**src/rtl/pwm4_pkg.sv**
```systemverilog
package pwm4_pkg;

    localparam int unsigned PS_CODE_W = 3;
    localparam int unsigned PS_CNT_W  = 12;

    typedef enum logic [1:0] {
        SLOT_ENABLE = 2'd0,
        SLOT_CTRL   = 2'd1,
        SLOT_DUTY   = 2'd2,
        SLOT_PERIOD = 2'd3
    } slot_word_e;

    // Terminal value of the prescaler counter (ratio minus one).
    function automatic logic [PS_CNT_W-1:0] ps_limit(input logic [PS_CODE_W-1:0] code);
        logic [PS_CNT_W:0] ratio;
        case (code)
            3'd0:    ratio = 13'd1;
            3'd1:    ratio = 13'd1 << 2;
            3'd2:    ratio = 13'd1 << 3;
            3'd3:    ratio = 13'd1 << 4;
            3'd4:    ratio = 13'd1 << 6;
            3'd5:    ratio = 13'd1 << 8;
            3'd6:    ratio = 13'd1 << 10;
            default: ratio = 13'd1 << 12;
        endcase
        ps_limit = PS_CNT_W'(ratio - 13'd1);
    endfunction

endpackage

```
**src/rtl/pwm4_regslot.sv**
```systemverilog
module pwm4_regslot
    import pwm4_pkg::*;
#(
    parameter int unsigned CNT_W = 16
) (
    input  logic                 clk,
    input  logic                 rst_n,
    input  logic                 wr_en,
    input  logic [1:0]           word_sel,
    input  logic [CNT_W-1:0]     wr_data,
    output logic [CNT_W-1:0]     rd_data,
    output logic                 run,
    output logic                 invert,
    output logic [PS_CODE_W-1:0] presc,
    output logic [CNT_W-1:0]     duty,
    output logic [CNT_W-1:0]     period
);

    typedef struct packed {
        logic                 run;
        logic                 invert;
        logic [PS_CODE_W-1:0] presc;
        logic [CNT_W-1:0]     duty;
        logic [CNT_W-1:0]     period;
    } slot_t;

    slot_t slot_d, slot_q;

    always_comb begin
        slot_d = slot_q;
        if (wr_en) begin
            case (slot_word_e'(word_sel))
                SLOT_ENABLE: slot_d.run = wr_data[0];
                SLOT_CTRL: begin
                    slot_d.presc  = wr_data[PS_CODE_W-1:0];
                    slot_d.invert = wr_data[PS_CODE_W];
                end
                SLOT_DUTY:   slot_d.duty   = wr_data;
                default:     slot_d.period = wr_data;
            endcase
        end
    end

    always_ff @(posedge clk) begin
        if (!rst_n) slot_q <= '0;
        else        slot_q <= slot_d;
    end

    always_comb begin
        rd_data = '0;
        case (slot_word_e'(word_sel))
            SLOT_ENABLE: rd_data[0] = slot_q.run;
            SLOT_CTRL:   rd_data[PS_CODE_W:0] = {slot_q.invert, slot_q.presc};
            SLOT_DUTY:   rd_data = slot_q.duty;
            default:     rd_data = slot_q.period;
        endcase
    end

    assign run    = slot_q.run;
    assign invert = slot_q.invert;
    assign presc  = slot_q.presc;
    assign duty   = slot_q.duty;
    assign period = slot_q.period;

endmodule

```
**src/rtl/pwm4_prescaler.sv**
```systemverilog
module pwm4_prescaler
    import pwm4_pkg::*;
(
    input  logic                 clk,
    input  logic                 rst_n,
    input  logic                 run,
    input  logic [PS_CODE_W-1:0] code,
    output logic                 tick
);

    logic [PS_CNT_W-1:0] div_d, div_q;
    logic [PS_CNT_W-1:0] limit;

    assign limit = ps_limit(code);
    assign tick  = run && (div_q == limit);

    always_comb begin
        div_d = div_q + 1'b1;
        if (!run || div_q == limit) div_d = '0;
    end

    always_ff @(posedge clk) begin
        if (!rst_n) div_q <= '0;
        else        div_q <= div_d;
    end

endmodule

```
**src/rtl/pwm4_chan_core.sv**
```systemverilog
module pwm4_chan_core
    import pwm4_pkg::*;
#(
    parameter int unsigned CNT_W = 16
) (
    input  logic                 clk,
    input  logic                 rst_n,
    input  logic                 run,
    input  logic                 invert,
    input  logic [PS_CODE_W-1:0] sh_presc,
    input  logic [CNT_W-1:0]     sh_duty,
    input  logic [CNT_W-1:0]     sh_period,
    output logic                 wave,
    output logic [CNT_W-1:0]     count,
    output logic [CNT_W-1:0]     live_duty,
    output logic [CNT_W-1:0]     live_period
);

    typedef struct packed {
        logic [PS_CODE_W-1:0] presc;
        logic [CNT_W-1:0]     duty;
        logic [CNT_W-1:0]     period;
        logic [CNT_W-1:0]     count;
    } core_t;

    core_t core_d, core_q;
    logic  tick;
    logic  last_step;

    pwm4_prescaler u_presc (
        .clk   (clk),
        .rst_n (rst_n),
        .run   (run),
        .code  (core_q.presc),
        .tick  (tick)
    );

    // Counter sits on its final value when count+1 reaches the period.
    assign last_step = ({1'b0, core_q.count} + 1'b1) >= {1'b0, core_q.period};

    always_comb begin
        core_d = core_q;
        if (!run) begin
            core_d.count  = '0;
            core_d.presc  = sh_presc;
            core_d.duty   = sh_duty;
            core_d.period = sh_period;
        end else if (tick) begin
            if (last_step) begin
                core_d.count  = '0;
                core_d.presc  = sh_presc;
                core_d.duty   = sh_duty;
                core_d.period = sh_period;
            end else begin
                core_d.count = core_q.count + 1'b1;
            end
        end
    end

    always_ff @(posedge clk) begin
        if (!rst_n) core_q <= '0;
        else        core_q <= core_d;
    end

    assign wave        = run ? ((core_q.count < core_q.duty) ^ invert) : invert;
    assign count       = core_q.count;
    assign live_duty   = core_q.duty;
    assign live_period = core_q.period;

endmodule

```
**src/rtl/pwm4_timer.sv**
```systemverilog
module pwm4_timer
    import pwm4_pkg::*;
#(
    parameter int unsigned NCH   = 4,
    parameter int unsigned CNT_W = 16
) (
    input  logic                          clk,
    input  logic                          rst_n,
    input  logic                          bus_wr,
    input  logic [$clog2(NCH)+1:0]        bus_waddr,
    input  logic [CNT_W-1:0]              bus_wdata,
    output logic [CNT_W-1:0]              bus_rdata,
    output logic [NCH-1:0]                pwm_out
);

    localparam int unsigned SEL_W  = $clog2(NCH);
    localparam int unsigned ADDR_W = SEL_W + 2;

    logic [SEL_W-1:0]            ch_sel;
    logic [1:0]                  word_sel;
    logic [NCH-1:0][CNT_W-1:0]   slot_rd;
    logic [NCH-1:0]              chan_en;
    logic [NCH-1:0]              chan_inv;
    logic [NCH-1:0][CNT_W-1:0]   chan_cnt;
    logic [NCH-1:0][CNT_W-1:0]   act_duty;
    logic [NCH-1:0][CNT_W-1:0]   act_tcnt;

    assign ch_sel   = bus_waddr[ADDR_W-1:2];
    assign word_sel = bus_waddr[1:0];

    for (genvar g = 0; g < NCH; g++) begin : g_chan
        logic [PS_CODE_W-1:0] presc;
        logic [CNT_W-1:0]     duty;
        logic [CNT_W-1:0]     period;

        pwm4_regslot #(.CNT_W(CNT_W)) u_slot (
            .clk      (clk),
            .rst_n    (rst_n),
            .wr_en    (bus_wr && (ch_sel == SEL_W'(g))),
            .word_sel (word_sel),
            .wr_data  (bus_wdata),
            .rd_data  (slot_rd[g]),
            .run      (chan_en[g]),
            .invert   (chan_inv[g]),
            .presc    (presc),
            .duty     (duty),
            .period   (period)
        );

        pwm4_chan_core #(.CNT_W(CNT_W)) u_core (
            .clk         (clk),
            .rst_n       (rst_n),
            .run         (chan_en[g]),
            .invert      (chan_inv[g]),
            .sh_presc    (presc),
            .sh_duty     (duty),
            .sh_period   (period),
            .wave        (pwm_out[g]),
            .count       (chan_cnt[g]),
            .live_duty   (act_duty[g]),
            .live_period (act_tcnt[g])
        );
    end

    assign bus_rdata = slot_rd[ch_sel];

endmodule

```
**config.mk**
```make
export PLATFORM = sky130hd
export DESIGN_NAME = pwm4_timer
export DESIGN_NICKNAME = d
export VERILOG_FILES = /design/src/rtl/pwm4_pkg.sv /design/src/rtl/pwm4_regslot.sv /design/src/rtl/pwm4_prescaler.sv /design/src/rtl/pwm4_chan_core.sv /design/src/rtl/pwm4_timer.sv
export SDC_FILE = /design/constraint.sdc
export NUM_CORES = 1
export LEC_CHECK = 0
export BUFFER_PORTS_ARGS = -buffer_cell sky130_fd_sc_hd__buf_2
export CELL_PAD_IN_SITES_DETAIL_PLACEMENT = 1
export CELL_PAD_IN_SITES_GLOBAL_PLACEMENT = 1
export CORE_ASPECT_RATIO = 0.8
export CORE_MARGIN = 1.5
export CORE_UTILIZATION = 49
export DETAILED_ROUTE_END_ITERATION = 12
export PLACE_DENSITY_LB_ADDON = 0.1
export SYNTH_ARGS = -nofsm -noshare
export SYNTH_HDL_FRONTEND = slang
export SYNTH_SLANG_ARGS = --single-unit
export TNS_END_PERCENT = 5
```
**constraint.sdc**
```tcl
create_clock -name clk -period 4.5 [get_ports clk]
set_input_delay 0 -clock clk [delete_from_list [all_inputs] [get_ports clk]]
set_output_delay 0 -clock clk [all_outputs]
set_load 0.02 [all_outputs]
```
# Word-level counts from Yosys, hierarchy flattened
# Cells that the tools add are included.
[word_totals] regBits=400 output_inout_bits=20
[classes] n_bitwise=6 n_lt_le_gt_ge=9 n_reduce_logical=52 addsub=16 n_eq_ne=41 muxes=38
[ops] cell="$mux W51" n=8
[ops] cell="$pmux W11 S7" n=4
[ops] cell="$mux W35" n=4
[ops] cell="$pmux W12 S2" n=4
[ops] cell="$mux W16" n=5
[ops] cell="$add A16 B1 Y17 const B" n=4
[ops] cell="$ge A17 B16 Y1" n=4
[ops] cell="$add A16 B1 Y16 const B" n=4
[ops] cell="$lt A16 B16 Y1" n=4
[ops] cell="$add A12 B1 Y12 const B" n=4
[ops] cell="$eq A12 B12 Y1" n=4
[ops] cell="$reduce_and A2 Y1" n=24
[ops] cell="$sub A12 B1 Y12 const B" n=4
[ops] cell="$eq A3 B3 Y1 const B" n=12
[ops] cell="$pmux W3 S3" n=4
[ops] cell="$bmux W16 S2" n=1
[ops] cell="$eq A3 B2 Y1 const B" n=8
[ops] cell="$ne A2 B1 Y1 const B" n=8
[ops] cell="$eq A3 B1 Y1 const B" n=4
[ops] cell="$logic_not A3 Y1" n=4
[ops] cell="$pmux W1 S3" n=4
[ops] cell="$reduce_or A2 Y1" n=5
[ops] cell="$logic_and A1 B1 Y1" n=8
[ops] cell="$eq A2 B2 Y1 const B" n=3
[ops] cell="other kinds (9)" n=24

# Logic depth before layout (Yosys ltp)
[logic_depth] word_depth=7 depth_mapped=19 mapped_depth_nobuf=15

# By module
# Synthesis repeated with hierarchy kept, for this count alone.
[hier_totals] hier_cells=2808 hier_area_um2=24740.0
[modules_own_cells] mod="pwm4_chan_core (g_chan[0].u_core ...)" instances=3 area_per_inst_um2=3646.0 cells_each=441
[modules_own_cells] mod="pwm4_regslot" instances=4 area_per_inst_um2=1719.1 cells_each=176
[modules_own_cells] mod="pwm4_chan_core (g_chan[3].u_core)" instances=1 area_per_inst_um2=3573.4 cells_each=425
[modules_own_cells] mod="pwm4_prescaler" instances=4 area_per_inst_um2=732.0 cells_each=83
[modules_own_cells] mod="pwm4_timer" instances=1 area_per_inst_um2=424.2 cells_each=24

# Worst setup path before layout
# No wires, ideal clock.
[synth_path] kind="register to register" from="register g_chan[3].u_core.core_q, in the netlist g_chan[3].u_core.count[0]" to="register g_chan[3].u_core.core_q, in the netlist g_chan[3].u_core.count[5]" arrival_ns=3.528 period_less_slack_ns=3.652 setup_ns=0.124 slack_ns=0.848 required_ns=4.376 stages_incl_launch_ff=17 path_buffers=2 cell_sequence="dfxtp_1 ha_1 nand3_1 or2_2 clkbuf_1 nor2_1 nand3_1 xnor2_1 ha_1 nand4_1 nor2_1 a21oi_1 a31oi_1 nor2_1 clkbuf_1 a31oi_1 o22ai_1"
[synth_via] elab_chain_cells=3 word_cells_on_any_way=4 cone_classes="add/sub: 2; order compare: 1; mux: 1"
[synth_lines] item="from (decl)" line_no="pwm4_chan_core.sv:26" rtl="core_t core_d, core_q;"
[synth_lines] item="from (signal assigned)" line_no="pwm4_chan_core.sv:62" rtl="else core_q <= core_d;"
[synth_lines] item="$add A16 B1 Y17" line_no="pwm4_chan_core.sv:39" rtl="assign last_step = ({1'b0, core_q.count} + 1'b1) >= {1'b0, core_q.period};"
[synth_lines] item="$ge A17 B16 Y1" line_no="pwm4_chan_core.sv:39"
[synth_lines] item="$mux W16 (*)" line_no="pwm4_chan_core.sv:49" rtl="if (last_step) begin"
# Every way passes the cells marked *; elsewhere a longest branch is shown, timed or not.
# A chain may end at the register's enable or synchronous reset.

# Final worst setup path
[layout_path] from="register g_chan[2].u_core.core_q, in the netlist g_chan[2].u_core.count[0]" to="register g_chan[2].u_core.core_q, in the netlist g_chan[2].u_core.live_period[0]"
[layout_via] elab_chain_cells=4
[layout_lines] item="from (decl)" line_no="pwm4_chan_core.sv:26"
[layout_lines] item="from (signal assigned)" line_no="pwm4_chan_core.sv:62"
[layout_lines] item="$add A16 B1 Y17" line_no="pwm4_chan_core.sv:39"
[layout_lines] item="$ge A17 B16 Y1" line_no="pwm4_chan_core.sv:39"
[layout_lines] item="$ne A2 B1 Y1 (no line)"
[layout_lines] item="$reduce_and A2 Y1 (no line)"
# Every way passes these cells.

==> run summary <==
Status = finished clean
Post-Syn Area per Cell = 8.23 um2
Max-cap violations = 0
Antenna violations before repair = 2
Largest net degree at the start of global routing = 178
Mapped Nets = 2843
Ranking of synthesized cells by area = dfxtp_1, nand2_1, ha_1
Core Area = 0.0445 mm2
Layout cell share with drive strength beyond 1 = 0.101
Met1 usage in global routing = 0.363
Setup_tns = 0 ns
Synth Instances = 2688
CP Data Required Time = 4.98 ns
Site Rows = 69
Area delta synth->final = 9.25%
Final setup viols = 0
CP Class = reg -> reg
Most used DFF post-synth = dfxtp_1
Post-synth top cells = nand2_1, dfxtp_1, nor2_1, inv_1, ha_1
Routed vias/inst = 5.77
Count leader, synth = nand2_1
Initial DRT Pass Iterations = 5
Pwr Total = 7.72 mW
Root Driver = clkbuf_16
Synth Register Bits = 400
Post-DP HPWL = 46200 um
CTS buffer count = 43
CTS tree = built
DRC Markers = 0
Via Count = 18847
WL per Instance = 20.0 um
Relative slew slack = 0.0767
Slew Viols, Final = 0
Vias in the first global route = 19426
Finished layout cell area = 0.0242 mm2
DRT antenna net count = 0
GPL Wtd Cong = 0.876
CP Data Arrival Time = 4.54 ns
Final period demand of the worst path = 4.06 ns
Startpoint types = register
I/O Buffers = 42
Post-Place Cell Area = 0.0225 mm2
WHS = 0.0489 ns
Leak Pwr = 8.43 nW
Die span in y = 193 um
Unrepaired setup endpoints after global routing = false
Clock tree buffer depth = 3
Max FO, Critical Path = 35
CP top delay family = simple AND/OR/NAND/NOR gates
Hold Vio Cnt, Final = 0
Fmax = 246 MHz
Crit-path cells = ha_1 > nand3_1 > or2_2 > and2_1 > or2_2 > ha_1 > nand4_1 > or3_1 > a21oi_1 > nor2_1 > buf_4 > o21a_2 > buf_12 > mux2i_1
Worst Tran Pin Value = 1.38 ns
Total Wirelength = 65400 um
I/O pins = 43
Post-synth EDFFs = 0
Clk_skew = 0.0147 ns
Fin crit share = 0.902
Met2 GRT Util = 0.477
Die W = 241 um
Clock sinks = 400
Biggest cell delay along the critical path = 0.44 ns
Netlist Area Pre-Place = 0.0221 mm2
Global-route met3 utilization = 0.0564
Asr flop ratio synth = 0
Slowest cell on crit path = dfxtp_1
Post-synth top area cell = dfxtp_1
Clk Latency, worst-skew pair = 0.58 ns
Fin nets = 2787
Starting Density = 0.498
Endpoint class of the critical path = register
Worst vdd ir = 0.268 mV
Busiest grt layer = met2
First-pass GRT wire length = 104000 um
CP Buf/Inv Count = 2
Post-synthesis sequential area ratio = 0.362
Synth unique cells = 69
Share of the synthesized area in the top cell type = 0.362
Synthesis Warnings = 0
Die area = 0.0465 mm2
H-tree depth = 2
Pwr Density = 319 mW/mm2
GRT Util Overall = 0.282
Clock transition at the registers of the reported paths = 0.06 ns
Finished Core Util = 0.544
Gr ovfl total = 0
Initial drt markers = 1182
Hold crit path type = in -> reg
[report_power, final]
group | total, mW | switching (mW) | leakage, nW | internal [mW]
Clock | 3.75 | 1.53 | 0.730 | 2.22
Combinational | 0.379 | 0.256 | 4.48 | 0.123
Sequential | 3.59 | 0.0241 | 3.22 | 3.57
Total | 7.72 | 1.81 | 8.43 | 5.91
[logic make-up (layout without fill, tap and decap cells)]
logic type                 count (synthesis)  after routing  synth area share
and+or+nand+nor                         1126           1126             0.238
AOI/OAI and AO/OA                        461            461             0.142
DFF                                      400            400             0.362
buffers and inverters                    325            299            0.0628
muxes                                    149            149            0.0833
adders and majority gates                132            132            0.0746
xor gates and xnor gates                  95             95            0.0376
other                                      0              1                 0
[layer usage]
metal  part of all wire  wire length [um]
met5            0.00015                10
met4              0.024              1590
met3              0.047              3060
met2               0.48             31200
met1               0.45             29500
[what timing repair did]
item	CTS	global route
hold buffers	19	0
resized for setup	0	0
endpoints found under the hold margin	163	0
buffers inserted	0	0
[registers in the layout, summed over array words and instances (netlist names)]
signal                       cells
g_chan.u_core.live_duty         64
g_chan.u_slot.period            64
g_chan.u_core.live_period       64
g_chan.u_core.count             64
g_chan.u_core.core_q            12
g_chan.u_slot.run                4
g_chan.u_slot.invert             4
g_chan.u_slot.presc             12
g_chan.u_core.u_presc.div_q     48
g_chan.u_slot.duty              64
[stage by stage]
| stage | setup WS [ns] | cells |
|---|---|---|
| CTS | 0.457 | 3265 |
| detailed placement | 0.477 | 3171 |
| floorplan | 0.848 | 2688 |
| finish | 0.441 | 3266 |
| global placement | 0.645 | 3171 |
| global route | 0.0472 | 3266 |
[placed cells by master, fill, tap and decap left out, types with 38 or more instances in the layout]
cell / count
a21boi_0: 128
xor2_1: 50
inv_1: 140
nand3_1: 127
xnor2_1: 45
clkbuf_16: 45
mux2i_1: 110
ha_1: 132
dfxtp_1: 400
nand2_1: 582
a21oi_1: 78
nand4_1: 53
nor2_1: 141
o21ai_0: 78
buf_2: 41
nor2b_1: 38
nor3_1: 39
[path summary, 6_finish.rpt]
| check | from | end | slack [ns] | depth (start not counted) |
|---|---|---|---|---|
| worst max-delay path | g_chan[2].u_core.count[0] | g_chan[2].u_core.live_period[0] | 0.44 | 14 |
| worst min-delay path | bus_waddr[1] | g_chan[2].u_slot.run | 0.05 | 4 |
| worst max register to register | g_chan[2].u_core.count[0] | g_chan[2].u_core.live_period[0] | 0.44 | 14 |
| worst min register to register | g_chan[1].u_core.live_duty[15] | g_chan[1].u_core.live_duty[15] | 0.46 | 2 |
[worst reg2reg max path, delay by kind of cell, from the launching register on]
| family | cells | cell delay, ns |
|---|---|---|
| and+or+nand+nor | 7 | 1.76 |
| AOI/OAI and AO/OA | 2 | 0.59 |
| adders and majority gates | 2 | 0.57 |
| DFF | 1 | 0.44 |
| buffers and inverters | 2 | 0.38 |
| muxes | 1 | 0.24 |
[final cells by class]
class                      instances  area (um2)
fill                            5301       20300
multi-input combinational       1963       12800
sequential                       400        8010
clock buffer                      63        1330
tap                              603         754
timing repair buffer              84         646
inverter                         140         526
clock inverter                    12         140
antenna                            1        2.50
Note: power is estimated with default switching activity, not from simulation.
